--- src/rtl/bcs_pkg.sv ---
package bcs_pkg;
    typedef enum logic {
        S_IDLE  = 1'b0,
        S_BURST = 1'b1
    } bcs_state_t;

    typedef struct packed {
        logic [1:0] lg_len;
        logic       interleave;
    } bcs_cfg_t;
endpackage

--- src/rtl/bcs_mode_ctl.sv ---
module bcs_mode_ctl
    import bcs_pkg::*;
#(
    parameter int MODE_W   = 13,
    parameter int TYPE_BIT = 3,
    parameter int DLL_BIT  = 8,
    parameter int LOCK_CYC = 200
) (
    input  logic              clk,
    input  logic              rst_n,
    input  logic              load,
    input  logic [MODE_W-1:0] word,
    output bcs_cfg_t          cfg,
    output logic              locked,
    output logic              illegal
);
    localparam int CNT_W = $clog2(LOCK_CYC + 1);

    logic [CNT_W-1:0] relock_cnt;
    logic             dll_held;
    logic             code_ok;
    logic [1:0]       code_lg;

    always_comb begin
        code_ok = 1'b1;
        code_lg = 2'd1;
        unique case (word[2:0])
            3'b001:  code_lg = 2'd1;
            3'b010:  code_lg = 2'd2;
            3'b011:  code_lg = 2'd3;
            default: code_ok = 1'b0;
        endcase
    end

    always_ff @(posedge clk or negedge rst_n) begin
        if (!rst_n) begin
            cfg.lg_len     <= 2'd1;
            cfg.interleave <= 1'b0;
            relock_cnt     <= '0;
            dll_held       <= 1'b0;
            illegal        <= 1'b0;
        end else begin
            illegal <= load && !code_ok;
            if (load && code_ok && word[DLL_BIT]) begin
                relock_cnt <= CNT_W'(LOCK_CYC);
            end else if (relock_cnt != '0) begin
                relock_cnt <= relock_cnt - 1'b1;
            end
            if (load && code_ok) begin
                cfg.lg_len     <= code_lg;
                cfg.interleave <= word[TYPE_BIT];
                dll_held       <= word[DLL_BIT];
            end
        end
    end

    assign locked = (relock_cnt != '0) || dll_held;
endmodule

--- src/rtl/bcs_addr_gen.sv ---
module bcs_addr_gen #(
    parameter int COL_W = 9,
    parameter int OFF_W = 3
) (
    input  logic [COL_W-1:0] start_col,
    input  logic [OFF_W-1:0] beat_idx,
    input  logic [1:0]       lg_len,
    input  logic             interleave,
    output logic [COL_W-1:0] col
);
    logic [OFF_W-1:0] seq_off;
    logic [OFF_W-1:0] xor_off;
    logic [OFF_W-1:0] raw_off;

    assign seq_off = start_col[OFF_W-1:0] + beat_idx;
    assign xor_off = start_col[OFF_W-1:0] ^ beat_idx;
    assign raw_off = interleave ? xor_off : seq_off;

    for (genvar b = 0; b < OFF_W; b++) begin : g_off_bit
        assign col[b] = (b < int'(lg_len)) ? raw_off[b] : start_col[b];
    end

    assign col[COL_W-1:OFF_W] = start_col[COL_W-1:OFF_W];
endmodule

--- src/rtl/burst_col_seq.sv ---
module burst_col_seq
    import bcs_pkg::*;
#(
    parameter int COL_W    = 9,
    parameter int MODE_W   = 13,
    parameter int LOCK_CYC = 200
) (
    input  logic              clk,
    input  logic              rst_n,
    input  logic              mode_load,
    input  logic [MODE_W-1:0] mode_word,
    input  logic              req_valid,
    input  logic              req_is_read,
    input  logic [COL_W-1:0]  req_col,
    output logic              req_ready,
    output logic              beat_valid,
    output logic [COL_W-1:0]  beat_col,
    output logic              beat_is_read,
    output logic              beat_done,
    output logic              read_refused,
    output logic              mode_illegal
);
    localparam int OFF_W = 3;

    bcs_state_t       state, state_nxt;
    bcs_cfg_t         cfg;
    logic             locked;
    logic [COL_W-1:0] cur_col;
    logic [OFF_W-1:0] cur_idx;
    logic [OFF_W-1:0] cur_last_idx;
    logic [1:0]       cur_lg;
    logic             cur_intl;
    logic             cur_rd;
    logic             refused_q;
    logic             at_last;
    logic             take;
    logic             start_ok;
    logic [COL_W-1:0] gen_col;

    bcs_mode_ctl #(
        .MODE_W  (MODE_W),
        .TYPE_BIT(3),
        .DLL_BIT (8),
        .LOCK_CYC(LOCK_CYC)
    ) u_mode (
        .clk    (clk),
        .rst_n  (rst_n),
        .load   (mode_load),
        .word   (mode_word),
        .cfg    (cfg),
        .locked (locked),
        .illegal(mode_illegal)
    );

    bcs_addr_gen #(
        .COL_W(COL_W),
        .OFF_W(OFF_W)
    ) u_addr (
        .start_col (cur_col),
        .beat_idx  (cur_idx),
        .lg_len    (cur_lg),
        .interleave(cur_intl),
        .col       (gen_col)
    );

    assign cur_last_idx = OFF_W'((1 << cur_lg) - 1);
    assign at_last      = (state == S_BURST) && (cur_idx == cur_last_idx);
    assign req_ready    = (state == S_IDLE) || at_last;
    assign take         = req_valid && req_ready;
    assign start_ok     = take && !(req_is_read && locked);

    always_comb begin
        state_nxt = state;
        unique case (state)
            S_IDLE:  state_nxt = start_ok ? S_BURST : S_IDLE;
            S_BURST: begin
                if (at_last) state_nxt = start_ok ? S_BURST : S_IDLE;
                else         state_nxt = S_BURST;
            end
            default: state_nxt = S_IDLE;
        endcase
    end

    always_ff @(posedge clk or negedge rst_n) begin
        if (!rst_n) state <= S_IDLE;
        else        state <= state_nxt;
    end

    always_ff @(posedge clk or negedge rst_n) begin
        if (!rst_n) begin
            cur_col   <= '0;
            cur_idx   <= '0;
            cur_lg    <= 2'd1;
            cur_intl  <= 1'b0;
            cur_rd    <= 1'b0;
            refused_q <= 1'b0;
        end else begin
            refused_q <= take && req_is_read && locked;
            if (start_ok) begin
                cur_col  <= req_col;
                cur_idx  <= '0;
                cur_lg   <= cfg.lg_len;
                cur_intl <= cfg.interleave;
                cur_rd   <= req_is_read;
            end else if (state == S_BURST && !at_last) begin
                cur_idx <= cur_idx + 1'b1;
            end
        end
    end

    always_comb begin
        beat_valid   = (state == S_BURST);
        beat_done    = at_last;
        beat_col     = beat_valid ? gen_col : '0;
        beat_is_read = beat_valid && cur_rd;
        read_refused = refused_q;
    end
endmodule

--- config.mk ---
export PLATFORM = sky130hd
export DESIGN_NAME = burst_col_seq
export DESIGN_NICKNAME = d
export VERILOG_FILES = /design/src/rtl/bcs_pkg.sv /design/src/rtl/bcs_mode_ctl.sv /design/src/rtl/bcs_addr_gen.sv /design/src/rtl/burst_col_seq.sv
export SDC_FILE = /design/constraint.sdc
export NUM_CORES = 1
export LEC_CHECK = 0
export ABC_AREA = 1
export CAP_MARGIN = 0
export CORE_MARGIN = 4
export CORE_UTILIZATION = 56
export CTS_BUF_LIST = sky130_fd_sc_hd__clkbuf_2 sky130_fd_sc_hd__clkbuf_4 sky130_fd_sc_hd__clkbuf_8
export CTS_CLUSTER_SIZE = 16
export DETAILED_ROUTE_END_ITERATION = 16
export PLACE_DENSITY_LB_ADDON = 0.05
export SYNTH_ARGS = -nofsm -noshare
export SYNTH_HDL_FRONTEND = slang
export SYNTH_HIERARCHICAL = 1
export SYNTH_SLANG_ARGS = --single-unit
export TNS_END_PERCENT = 20
--- constraint.sdc ---
create_clock -name clk -period 4.9 [get_ports clk]
set_clock_uncertainty 0.1 [all_clocks]
set_input_delay 0.98 -clock clk [delete_from_list [all_inputs] [get_ports clk]]
set_output_delay 0.98 -clock clk [all_outputs]
set_load 0.005 [all_outputs]
==> impl_metrics.toml, run 1 <==
[status]
outcome = "finished, final reports clean"

[drt]
1st_iter_drt_viols = 63
wl_per_cell_um = 11.6
detail_route.first_pass.iterations = 4
post_drt_via_cell_ratio = 4.98
drt_antenna_net_count = 0
route.detailed.drc = 0
vias = 1543
totalWireLength_um = 3590

[floorplan]
die_w_um = 65.3
start_util_pct = 59.3
die_h_um = 65.3
dieArea_um2 = 4270
boundaryPins = 42
std_cell_rows = 20
core_um2 = 3100

[cts]
root_buffer = "sky130_fd_sc_hd__clkbuf_4"
cts_post_setup_buffers_inserted = 0
clock_pin_transition_on_the_worst_setup_and_hold_timing_paths_ps = 100
htree_num_levels = 2
cts_tree = "done"
cts_hold_buffers = 0
worstSkewPairLatency_ps = 340
cts_buffer_depth = 2
cts.repair.resized = 0
clock_sink_count = 31
cts-buffers-inserted = 5

[timing]
final_period_minus_worst_setup_slack_ps = 3420
tns_ps = 0
finalSetupViolations = 0
postLayoutSetupSlackWorst_ps = 1480
max_slew_margin_pct = 55.0
fin_crit_sh_pct = 69.8
tightestPinTransition_ps = 674
max_freq_ghz = 0.293
final_hold_viols = 0
rsz0062_at_grt = "false"
report.final.slew_viol_count = 0

[logic_synthesis]
async_flop_share_pct = 100
yosys.area_share.adder_pct = 4.49
ys_seq_elements = 31
synth_top_family_by_area = "simple AND/OR/NAND/NOR gates"
synth_sequential_area_ratio_pct = 42.3
synth.lib_cells_used.distinct = 32
area_fraction_in_and_or_nand_and_nor_cells_after_synthesis_pct = 36.4
synth_nets = 269
synth-edff-count = 0
synth_compound_area_share_pct = 3.67
synth.avg_cell_area_um2 = 7.80
synth-main-ff-cell = "sky130_fd_sc_hd__dfrtp_1"
yosysWarnings = 6
post_synth_mux_area_share_pct = 0
post_synthesis_cell_count = 236
yosys.area_share.xor_xnor_pct = 0.952
post_synthesis_cell_area_um2 = 1840

[placed_design]
dpl_worst_slack_ps = 1850
buffer_ports.inserted = 33
placedCellCount = 302
globalplace.congestion = 0.868
dp_hpwl_um = 2570

[layout]
diodes = 0
final_layout_size_suffix_gt1_share_pct = 10.2
most-common-layout-cells = "sky130_fd_sc_hd__nand2_1 (74), sky130_fd_sc_hd__inv_1 (34), sky130_fd_sc_hd__clkdlybuf4s50_1 (33)"
final_net_count = 298
finalNonFillerCells = 310
area_of_all_sequential_standard_cells_um2 = 778
fillers = 280
layout_commonest_cell = "sky130_fd_sc_hd__nand2_1"
post-route-util_pct = 71.0
area_of_combinational_cells_with_multiple_inputs_um2 = 838
flow.area_growth_from_synthesis_pct = 19.7

[critical_path]
critPathKind = "register to output pin"
timing.critical_path.to_type = "output pin"
sort_of_element_at_the_start_of_the_critical_path = "register"
timing.critical_path.fanout_max = 5
worst_ep_required_time_ps = 3820
timing.critical_path.arrival_ps = 2340

[global_routing]
gr-total-overflow = 0
antenna_found_initial = 0
grt_pass1_vias = 1458
grt_max_degree = 32
grt_usage_pct = 19.2
wire_length_of_the_first_global_routing_pass_um = 6290

[worst_hold_path]
holdCritPathClass = "register to register"

[power]
power_leakage_nw = 1.19
power.ir.vdd_worst_mv = 0.256
power_density_nw_per_um2 = 536

[run]
drv_cap = 0
-- synth_stat cells, types with 2 or more instances --
master	number	area, um2
sky130_fd_sc_hd__buf_4	8	60.1
sky130_fd_sc_hd__clkbuf_1	3	11.3
sky130_fd_sc_hd__dfrtp_1	29	726
sky130_fd_sc_hd__dfstp_2	2	52.6
sky130_fd_sc_hd__ha_1	5	62.6
sky130_fd_sc_hd__inv_1	34	128
sky130_fd_sc_hd__inv_2	2	7.51
sky130_fd_sc_hd__nand2_1	74	278
sky130_fd_sc_hd__nand2_2	2	12.5
sky130_fd_sc_hd__nand2_4	2	22.5
sky130_fd_sc_hd__nand3_1	16	80.1
sky130_fd_sc_hd__nand4_1	18	113
sky130_fd_sc_hd__nor2_1	14	52.6
sky130_fd_sc_hd__nor2_4	2	22.5
sky130_fd_sc_hd__o211ai_1	2	15.0
sky130_fd_sc_hd__o21ai_0	7	35.0
-- power breakdown --
| group | internal (W) | total [W] | switching, W |
|---|---|---|---|
| combinational | 0.000262 | 0.000557 | 0.000296 |
| sequential | 0.000362 | 0.000482 | 0.000119 |
| clock | 0.0000533 | 0.000142 | 0.0000892 |
-- final timing paths --
path | startpoint | cells past startpoint | end | slack, ps
worst min-delay path | cur_col[5]$_DFFE_PN0P_ | 2 | cur_col[5]$_DFFE_PN0P_ | 380
worst min register to register | cur_col[5]$_DFFE_PN0P_ | 2 | cur_col[5]$_DFFE_PN0P_ | 380
worst max-delay path | cur_idx[0]$_DFFE_PN0P_ | 11 | beat_col[2] | 1480
worst max register to register | u_mode/relock_cnt[0]$_DFFE_PN0P_ | 9 | cur_col[2]$_DFFE_PN0P_ | 2670
min in group asynchronous | rst_n | 2 | u_mode/relock_cnt[3]$_DFFE_PN0P_ | 920
max in group asynchronous | rst_n | 2 | u_mode/cfg[1]$_DFFE_PN1P_ | 3450
-- sequential cells by signal (all words and copies together), names as in the netlist --
signal,count
cur_col,9
u_mode/relock_cnt,8
cur_idx,3
u_mode/cfg,3
cur_lg,2
beat_valid,1
cur_intl,1
cur_rd,1
read_refused,1
u_mode/dll_held,1
u_mode/illegal,1
-- critical path: stages, from the launching register on --
cell and delay [ps]:
sky130_fd_sc_hd__dfrtp_1 440, sky130_fd_sc_hd__ha_1 170, sky130_fd_sc_hd__inv_1 50, sky130_fd_sc_hd__fa_1 370
sky130_fd_sc_hd__nor2_1 90, sky130_fd_sc_hd__nand2_1 80, sky130_fd_sc_hd__nand3_1 90, sky130_fd_sc_hd__nand2_1 50
sky130_fd_sc_hd__nand2_1 50, sky130_fd_sc_hd__nand2_1 50, sky130_fd_sc_hd__inv_1 70, sky130_fd_sc_hd__clkdlybuf4s50_1 500
-- cell type report --
cell class | instances | area share, %
clock buffers | 5 | 1.70
repair buffers | 34 | 15.3
flip-flops and latches | 31 | 35.3
multi-input cells | 156 | 38.0
inverters | 37 | 6.42
well taps | 44 | 2.50
clock inverters | 3 | 0.681
-- kinds of logic (layout without fill, tap and decap cells) --
kind of cell / Yosys count / in the layout
xor gates and xnor gates: 2 / 2
AOI/OAI and AO/OA: 12 / 12
DFF: 31 / 31
adders and majority gates: 6 / 6
buffers and inverters: 49 / 79
and+or+nand+nor: 136 / 136
-- through the flow --
stage,power [W],hold slack (ps),instance area [um2]
2_1_floorplan,0.000874,342,1840
3_3_place_gp,0.00103,356,2150
3_5_place_dp,0.00105,358,2150
4_1_cts,0.00119,383,2200
5_1_grt,0.00131,420,2200
6_report,0.00118,380,2200
-- per-layer routing --
layer / vias up / routed length [um] / track usage (%)
met3: 6 / 161 / 5.81
li1: 799 / - / -
met1: 710 / 1590 / 21.7
met5: - / 0 / 0
met2: 28 / 1790 / 34.0
met4: 0 / 52 / 6.74
Power figures use the tool's default switching activity.
==> run 2, diff against run 1 <==
--- a/config.mk
+++ b/config.mk
@@ -8,7 +8,7 @@
 export ABC_AREA = 1
 export CAP_MARGIN = 0
 export CORE_MARGIN = 4
-export CORE_UTILIZATION = 56
+export CORE_UTILIZATION = 52
 export CTS_BUF_LIST = sky130_fd_sc_hd__clkbuf_2 sky130_fd_sc_hd__clkbuf_4 sky130_fd_sc_hd__clkbuf_8
 export CTS_CLUSTER_SIZE = 16
 export DETAILED_ROUTE_END_ITERATION = 16
==> constraint.sdc (replaced) <==
create_clock -name clk -period 3.3 [get_ports clk]
set_clock_uncertainty 0.1 [all_clocks]
set_input_delay 0.66 -clock clk [delete_from_list [all_inputs] [get_ports clk]]
set_output_delay 0.66 -clock clk [all_outputs]
set_load 0.005 [all_outputs]
==> impl_metrics.toml, run 2 (synthesis gave the netlist of run 1 again) <==
[status]
outcome = "finished, final reports clean"

[cts]
cts_post_setup_buffers_inserted = 0
cts-buffers-inserted = 5
root_buffer = "sky130_fd_sc_hd__clkbuf_4"
clock_pin_transition_on_the_worst_setup_and_hold_timing_paths_ps = 100
worstSkewPairLatency_ps = 330
cts_tree = "done"
cts_hold_buffers = 0
cts.repair.resized = 0
htree_num_levels = 2
clock_sink_count = 31
cts_buffer_depth = 2

[power]
power_density_nw_per_um2 = 821
power_leakage_nw = 1.21
power.ir.vdd_worst_mv = 0.416
total_design_power_w = 0.00184

[drt]
drt_antenna_net_count = 0
vias = 1528
1st_iter_drt_viols = 73
totalWireLength_um = 3480
post_drt_via_cell_ratio = 4.88
wl_per_cell_um = 11.1
detail_route.first_pass.iterations = 6
route.detailed.drc = 0

[timing]
tns_ps = 0
report.final.slew_viol_count = 0
tightestPinTransition_ps = 574
max_slew_margin_pct = 61.7
finalSetupViolations = 0
rsz0062_at_grt = "false"
fin_crit_sh_pct = 93.9
max_freq_ghz = 0.323
final_period_minus_worst_setup_slack_ps = 3100
final_hold_viols = 0
worst_hold_margin_ps = 378

[global_routing]
gr-total-overflow = 0
wire_length_of_the_first_global_routing_pass_um = 5950
grt_pass1_vias = 1414
grt_max_degree = 32
grt_usage_pct = 17.6
antenna_found_initial = 0

[critical_path]
reg2reg_from = "u_mode/relock_cnt[0]$_DFFE_PN0P_"
timing.reg2reg.worst_path_depth = 9
worst_ep_required_time_ps = 2540
critical_path.reg2reg.endpoint = "cur_col[5]$_DFFE_PN0P_"
timing.critical_path.to_type = "output pin"
critPathKind = "register to output pin"
r2r_setup_slack_ps = 1060
timing.critical_path.arrival_ps = 2340
timing.critical_path.fanout_max = 5
sort_of_element_at_the_start_of_the_critical_path = "register"

[placed_design]
buffer_ports.inserted = 33
detailed_place.area_um2 = 2160
globalplace.congestion = 0.903
dp_hpwl_um = 2550

[layout]
top_regs = "cur_col (9), u_mode/relock_cnt (8)"
diodes = 0
post-route-util_pct = 66.3
flow.area_growth_from_synthesis_pct = 22.1
final_net_count = 299
layout_commonest_cell = "sky130_fd_sc_hd__nand2_1"
final_layout_size_suffix_gt1_share_pct = 10.5
final_area_um2 = 2250
most-common-layout-cells = "sky130_fd_sc_hd__nand2_1 (74), sky130_fd_sc_hd__inv_1 (34), sky130_fd_sc_hd__clkdlybuf4s50_1 (33)"
largest_register_ffs = 9
largest_register = "cur_col"

[floorplan]
std_cell_rows = 21
core_um2 = 3390
boundaryPins = 42
dieArea_um2 = 4560
die_h_um = 67.5
start_util_pct = 54.3
die_w_um = 67.5

[worst_hold_path]
hp-start = "cur_col[3]$_DFFE_PN0P_"
min_path_cells = 2
hold-path-endpoint = "cur_col[3]$_DFFE_PN0P_"
holdCritPathClass = "register to register"

[run]
drv_cap = 0
## run 2: cell types whose count changed in the layout (fill, tap and decap cells not counted)
cell                        change
sky130_fd_sc_hd__bufinv_16      +1
sky130_fd_sc_hd__clkinv_2       -2
sky130_fd_sc_hd__clkbuf_8       +1
sky130_fd_sc_hd__buf_4          +1
## run 2: how the worst max path moves through the flow
stage          depth (start not counted)              startpoint           to
6_report                               9  cur_idx[0]$_DFFE_PN0P_  beat_col[1]
5_1_grt                                9  cur_idx[0]$_DFFE_PN0P_  beat_col[1]
4_1_cts                                9  cur_idx[0]$_DFFE_PN0P_  beat_col[1]
3_5_place_dp                           9  cur_idx[0]$_DFFE_PN0P_  beat_col[1]
3_3_place_gp                           9  cur_idx[0]$_DFFE_PN0P_  beat_col[1]
2_1_floorplan                          8  cur_idx[0]$_DFFE_PN0P_  beat_col[1]
## run 2: metal layers
metal / routed length [um] / global-route usage (%) / vias up / share of wire, %
met4: 73 / 8.86 / 0 / 2.1
met1: 1570 / 21.0 / 681 / 45
li1: - / - / 801 / -
met2: 1660 / 28.7 / 35 / 48
met5: 0 / 0 / - / 0
met3: 176 / 4.99 / 11 / 5.1
## run 2: area by class of cell
cell class | instances | area, um2
Clock buffer | 6 | 51.3
Clock inverter | 2 | 35.0
Fill cell | 285 | 1140
Inverter | 37 | 141
Multi-Input combinational cell | 156 | 838
Sequential cell | 31 | 778
Tap cell | 46 | 57.6
Timing Repair Buffer | 35 | 345
## run 2: through the flow
| step | instances | setup slack (ps) |
|---|---|---|
| 2_1_floorplan | 236 | 1140 |
| 3_3_place_gp | 305 | 590 |
| 3_5_place_dp | 305 | 571 |
| 4_1_cts | 313 | 192 |
| 5_1_grt | 313 | 1.09 |
| 6_report | 313 | 201 |
## run 2: power breakdown
part           internal, W  leakage [nW]  total (W)  switching (W)
clock network     0.000179        0.0482   0.000307       0.000128
registers         0.000538         0.375   0.000719       0.000181
logic             0.000389         0.789   0.000819       0.000430
## run 2: worst max-delay path: stages, from the launching register on
cell                              delay, ps
sky130_fd_sc_hd__dfrtp_1                440
sky130_fd_sc_hd__ha_1                   190
sky130_fd_sc_hd__inv_1                   70
sky130_fd_sc_hd__fa_1                   400
sky130_fd_sc_hd__o21ai_0                150
sky130_fd_sc_hd__nand2_1                 60
sky130_fd_sc_hd__o21ai_0                 70
sky130_fd_sc_hd__nand2_1                 70
sky130_fd_sc_hd__inv_1                   70
sky130_fd_sc_hd__clkdlybuf4s50_1        490
